## config.mk

```make
export PLATFORM = sky130hd
export DESIGN_NAME = dual_timebase
export DESIGN_NICKNAME = d
export VERILOG_FILES = /design/src/rtl/timebase_pkg.sv /design/src/rtl/timebase_ctrl.sv /design/src/rtl/timebase_dp.sv /design/src/rtl/dual_timebase.sv
export SDC_FILE = /design/constraint.sdc
export NUM_CORES = 1
export LEC_CHECK = 0
export BUFFER_PORTS_ARGS = -buffer_cell sky130_fd_sc_hd__buf_2
export CAP_MARGIN = 20
export CORE_MARGIN = 2
export CORE_UTILIZATION = 59
export DETAILED_ROUTE_END_ITERATION = 8
export PLACE_DENSITY = 0.95
export SLEW_MARGIN = 0
export SYNTH_ARGS = -nofsm -noshare
export SYNTH_HDL_FRONTEND = slang
export SYNTH_SLANG_ARGS = --single-unit
```

## constraint.sdc

```tcl
create_clock -name clk -period 7.25 [get_ports clk]
set_input_delay 1.45 -clock clk [delete_from_list [all_inputs] [get_ports clk]]
set_output_delay 1.45 -clock clk [all_outputs]
set_load 0.01 [all_outputs]
```

## src/rtl/timebase_pkg.sv

```systemverilog
package timebase_pkg;

  // Strobes sent from the control module to the counter datapath
  typedef struct packed {
    logic clr;
    logic incA;
    logic incB;
  } tbStrobe_t;

  localparam int NUM_LANES = 2;
  localparam int LANE_A    = 0;
  localparam int LANE_B    = 1;

  // Read address map
  localparam logic [1:0] RD_ADDR_A = 2'd0;
  localparam logic [1:0] RD_ADDR_B = 2'd1;

endpackage

```

## src/rtl/timebase_ctrl.sv

```systemverilog
module timebase_ctrl
  import timebase_pkg::*;
#(
  parameter int DIV_W = 8
) (
  input  logic             clk,
  input  logic             rstN,
  input  logic             runEn,
  input  logic             syncClr,
  input  logic [DIV_W-1:0] divSelA,
  input  logic [DIV_W-1:0] divSelB,
  input  logic             srcSelA,
  input  logic             angleModeB,
  input  logic             angleTick,
  output tbStrobe_t        strobe
);

  localparam int PRE_A_W = DIV_W + 1;

  logic [PRE_A_W-1:0] preA;
  logic [DIV_W-1:0]   preB;
  logic [PRE_A_W-1:0] limitA;
  logic               termA;
  logic               termB;
  logic               tickPrev;
  logic               tickRise;
  logic               advance;

  // Prescaler A terminal count is 2N+1, which gives a ratio of 2*(N+1)
  assign limitA   = {divSelA, 1'b1};
  assign termA    = (preA >= limitA);
  assign termB    = (preB >= divSelB);
  assign tickRise = angleTick & ~tickPrev;
  assign advance  = runEn & ~syncClr;

  always_ff @(posedge clk or negedge rstN) begin
    if (!rstN) begin
      preA <= '0;
      preB <= '0;
    end else if (syncClr) begin
      preA <= '0;
      preB <= '0;
    end else if (runEn) begin
      preA <= termA ? '0 : preA + 1'b1;
      preB <= termB ? '0 : preB + 1'b1;
    end
  end

  // The tick history follows the pin in every cycle, so edges seen while
  // the block is disabled are dropped
  always_ff @(posedge clk or negedge rstN) begin
    if (!rstN) tickPrev <= 1'b0;
    else       tickPrev <= angleTick;
  end

  always_comb begin
    strobe.clr  = syncClr;
    strobe.incA = advance & (srcSelA ? termB : termA);
    strobe.incB = advance & (angleModeB ? tickRise : termB);
  end

endmodule

```

## src/rtl/timebase_dp.sv

```systemverilog
module timebase_dp
  import timebase_pkg::*;
#(
  parameter int CNT_W = 24
) (
  input  logic             clk,
  input  logic             rstN,
  input  tbStrobe_t        strobe,
  input  logic [1:0]       rdAddr,
  output logic [CNT_W-1:0] cntA,
  output logic [CNT_W-1:0] cntB,
  output logic [CNT_W-1:0] rdData
);

  logic [CNT_W-1:0]     cnt [NUM_LANES];
  logic [NUM_LANES-1:0] incVec;

  assign incVec[LANE_A] = strobe.incA;
  assign incVec[LANE_B] = strobe.incB;

  for (genvar i = 0; i < NUM_LANES; i++) begin : g_lane
    always_ff @(posedge clk or negedge rstN) begin
      if (!rstN)           cnt[i] <= '0;
      else if (strobe.clr) cnt[i] <= '0;
      else if (incVec[i])  cnt[i] <= cnt[i] + 1'b1;
    end
  end

  assign cntA = cnt[LANE_A];
  assign cntB = cnt[LANE_B];

  always_comb begin
    case (rdAddr)
      RD_ADDR_A: rdData = cnt[LANE_A];
      RD_ADDR_B: rdData = cnt[LANE_B];
      default:   rdData = '0;
    endcase
  end

endmodule

```

## src/rtl/dual_timebase.sv

```systemverilog
module dual_timebase
  import timebase_pkg::*;
#(
  parameter int CNT_W = 24,
  parameter int DIV_W = 8
) (
  input  logic             clk,
  input  logic             rstN,
  input  logic             runEn,
  input  logic             syncClr,
  input  logic [DIV_W-1:0] divSelA,
  input  logic [DIV_W-1:0] divSelB,
  input  logic             srcSelA,
  input  logic             angleModeB,
  input  logic             angleTick,
  input  logic [1:0]       rdAddr,
  output logic [CNT_W-1:0] rdData,
  output logic [CNT_W-1:0] tbAOut,
  output logic [CNT_W-1:0] tbBOut
);

  tbStrobe_t strobe;

  timebase_ctrl #(.DIV_W(DIV_W)) u_ctrl (
    .clk        (clk),
    .rstN       (rstN),
    .runEn      (runEn),
    .syncClr    (syncClr),
    .divSelA    (divSelA),
    .divSelB    (divSelB),
    .srcSelA    (srcSelA),
    .angleModeB (angleModeB),
    .angleTick  (angleTick),
    .strobe     (strobe)
  );

  timebase_dp #(.CNT_W(CNT_W)) u_dp (
    .clk    (clk),
    .rstN   (rstN),
    .strobe (strobe),
    .rdAddr (rdAddr),
    .cntA   (tbAOut),
    .cntB   (tbBOut),
    .rdData (rdData)
  );

endmodule

```

==> results.sh <==
export IMPL_dieArea_um2=7800
export IMPL_clk_pin_slew_worst_paths_ns=0.07
export IMPL_grt_pass1_wl_um=18100
export IMPL_max_stage_delay_ns=0.55
export IMPL_wire_per_inst_um=16.8
export IMPL_synth_edf_count=0
export IMPL_worstPathRequired_ns=5.80
export IMPL_min_to="u_ctrl.preA[3]"
export IMPL_io_buffers=96
export IMPL_max_freq_ghz=0.251
export IMPL_p_seq_share_pct=52.5
export IMPL_min_from="u_ctrl.preA[3]"
export IMPL_start_util_pct=61.4
export IMPL_status="finished, final reports clean"
export IMPL_timing_max_cap_violations=0
export IMPL_hpwlAfterDp_um=7990
export IMPL_cts_max_path_buffers=2
export IMPL_die_h_um=88.3
export IMPL_finish_instance_area_um2=4900
export IMPL_worstSetupStartpointType="primary input"
export IMPL_ant_nets=0
export IMPL_root_buffer="clkbuf_8"
export IMPL_setup_ws_ns=3.27
export IMPL_grt_max_degree=67
export IMPL_cp_arrival_ns=2.53
export IMPL_path_buf_inv=2
export IMPL_slew_headroom_pct=32.9
export IMPL_min_period_over_period_pct=54.9
export IMPL_place_ws_ns=3.30
export IMPL_grt_pass1_vias=3672
export IMPL_fin_crit_ns=3.98
export IMPL_leakagePower_nw=2.48
export IMPL_pin_count=97
export IMPL_vias=4038
export IMPL_finalPower_w=0.000715
export IMPL_ir_drop_mv=0.0903
export IMPL_track_usage_pct=30.3
export IMPL_htree_levels=3
export IMPL_antenna_found_initial=0
export IMPL_drt_total_wl_um=11100
export IMPL_tightest_slew_ns=1.00
export IMPL_syn_area_um2=4200
export IMPL_yosys_warnings=0
export IMPL_setup_worst_path_end_class="primary output"
export IMPL_gp_congestion=0.878
export IMPL_syn_nets=517
export IMPL_final_max_slew_viol_count=0
export IMPL_insertion_delay_ns=0.36
export IMPL_cp_depth=4
export IMPL_critical_path_class="in2out"
export IMPL_synth_seq_cells=66
export IMPL_internal_power_w=0.000523
export IMPL_critPathSlowestCell="buf_2"
export IMPL_pwr_density_cell_nw_per_um2=146
export IMPL_totalNegativeSetupSlack_ns=0
export IMPL_cts_tree="built"
export IMPL_async_flop_share_pct=100
export IMPL_syn_avg_cell_area_um2=8.89
export IMPL_cpMostUsedCell="buf_2"
export IMPL_rows=30
export IMPL_cts_hold_buf=0
export IMPL_rsz0062_at_grt="no"
export IMPL_drive_gt1_share_pct=21.0
export IMPL_rrSetupSlack_ns=4.52
export IMPL_synth_cells=472
export IMPL_drt_initial_drc_count=323
export IMPL_core_um2=6830
export IMPL_drc=0
export IMPL_worstRegToRegCells=7
export IMPL_die_w_um=88.3
export IMPL_cts_resized=0
export IMPL_r2r_end="u_dp.cntA[23]"
export IMPL_hold_path_depth=1
export IMPL_finalSetupViolCount=0
export IMPL_via_per_inst=6.10
export IMPL_grt_overflow_total=0
export IMPL_cts_made_buffers=9
export IMPL_cts_setup_buffers=0
export IMPL_p_sw_w=0.000192
export IMPL_insertedDiodeCount=0
export IMPL_synthFlopType="dfrtp_1"
export IMPL_p_comb_share_pct=8.6
export IMPL_drt_first_pass_iters=5
export IMPL_layout_nets=606
export IMPL_fillers=529
export IMPL_path_cells="buf_2 -> mux2i_1 -> nor2_1 -> buf_2"
export IMPL_clkPwrFrac_pct=38.9
export IMPL_worst_path_max_fanout=24
export IMPL_r2r_start="u_ctrl.preA[7]"
export IMPL_crit_family="buffers and inverters"
export IMPL_hp_class="reg2reg"
export IMPL_cts_sinks=66
export IMPL_synth_cell_types=43
export IMPL_yosysSeqAreaShare_pct=39.4
export IMPL_placed_cell_area_um2=4740
export IMPL_switching_share_pct=26.9
export IMPL_syn2layout_area_growth_pct=16.9
export IMPL_hold_violations=0
export IMPL_clock_skew_ns=0.00886
## power groups by stage
stage	clock network (W)	registers [W]	logic [W]
after floorplan	0	0.000381	0.0000369
after global placement	0	0.000382	0.0000580
after detailed placement	0	0.000382	0.0000614
after CTS	0.000278	0.000375	0.0000617
after global routing	0.000298	0.000376	0.0000689
final	0.000278	0.000375	0.0000615
## flip-flops by register name, summed over array words and instances, names as in the netlist
name / cells
u_dp.cntA: 24
u_dp.cntB: 24
u_ctrl.preA: 9
u_ctrl.preB: 8
u_ctrl.tickPrev: 1
## worst max-delay path by stage
stage / slack [ns] / startpoint / endpoint
2_1_floorplan: 3.31 / rdAddr[0] / rdData[11]
3_3_place_gp: 3.33 / rdAddr[0] / rdData[3]
3_5_place_dp: 3.30 / rdAddr[0] / rdData[21]
4_1_cts: 3.30 / rdAddr[0] / rdData[21]
5_1_grt: 3.21 / rdAddr[0] / rdData[21]
6_report: 3.27 / rdAddr[0] / rdData[21]
## cells in the mapped netlist, types with 2 or more instances
| cell type | number | area share [%] |
|---|---|---|
| o211a_1 | 2 | 0.48 |
| xnor2_1 | 22 | 4.6 |
| buf_1 | 2 | 0.18 |
| nand2_1 | 30 | 2.7 |
| nor3_1 | 4 | 0.48 |
| or4_1 | 3 | 0.54 |
| nor4b_1 | 4 | 0.83 |
| dfrtp_1 | 66 | 39 |
| o211ai_1 | 10 | 1.8 |
| o21ai_0 | 31 | 3.7 |
| buf_2 | 3 | 0.36 |
| inv_1 | 22 | 2.0 |
| o2111ai_1 | 7 | 1.5 |
| nor2_1 | 79 | 7.1 |
| nor4_4 | 2 | 1.0 |
| nand4_1 | 3 | 0.45 |
| xor2_1 | 19 | 4.0 |
| or3_1 | 7 | 1.0 |
| nand3_1 | 19 | 2.3 |
| nor2b_1 | 6 | 0.89 |
| ha_1 | 20 | 6.0 |
| nand2b_1 | 9 | 1.3 |
| a21oi_1 | 7 | 0.83 |
| o31ai_1 | 4 | 0.72 |
| mux2i_1 | 26 | 6.2 |
| clkbuf_1 | 17 | 1.5 |
| and3_1 | 17 | 2.5 |
| a21o_1 | 3 | 0.54 |
| nor4_1 | 14 | 2.1 |
## cell type report
cell class	instances	area [µm²]	area share, %
clock buffers	13	149	3.04
repair buffers	100	510	10.4
inverters	22	82.6	1.68
flip-flops and latches	66	1650	33.7
multi-input cells	362	2370	48.4
well taps	96	120	2.45
clock inverters	3	15.0	0.306
## placed cells by master, fill, tap and decap left out, types with 10 or more instances in the layout
cell type,synthesis,routed
nand2_1,30,30
ha_1,20,20
xor2_1,19,19
clkbuf_8,0,10
o21ai_0,31,31
o211ai_1,10,10
mux2i_1,26,26
dfrtp_1,66,66
and3_1,17,17
xnor2_1,22,22
buf_2,3,96
nor2_1,79,79
nor4_1,14,14
nand3_1,19,19
inv_1,22,22
## through the flow
step | hold slack, ns | cells | util, %
after floorplan | 0.476 | 472 | -
after global placement | 0.503 | 646 | 69.4
after detailed placement | 0.519 | 646 | 69.4
after CTS | 0.531 | 662 | 71.8
after global routing | 0.554 | 662 | 71.8
final | 0.533 | 662 | 71.8
## layer usage
metal | routed length, µm | GRT usage (%)
met1 | 4590 | 41.3
met2 | 5240 | 46.1
met3 | 758 | 5.32
met4 | 504 | 16.8
met5 | 0 | 0
## cells by family (layout without fill, tap and decap cells)
| kind of cell | after synthesis | count (layout) | synth area share [%] |
|---|---|---|---|
| AOI/OAI and AO/OA | 74 | 74 | 11.8 |
| xor gates and xnor gates | 41 | 41 | 8.56 |
| muxes | 27 | 27 | 6.47 |
| buffers and inverters | 44 | 138 | 4.03 |
| DFF | 66 | 66 | 39.4 |
| and+or+nand+nor | 200 | 200 | 23.8 |
| adders and majority gates | 20 | 20 | 5.96 |
No activity file was read; power rests on OpenSTA's default activity.
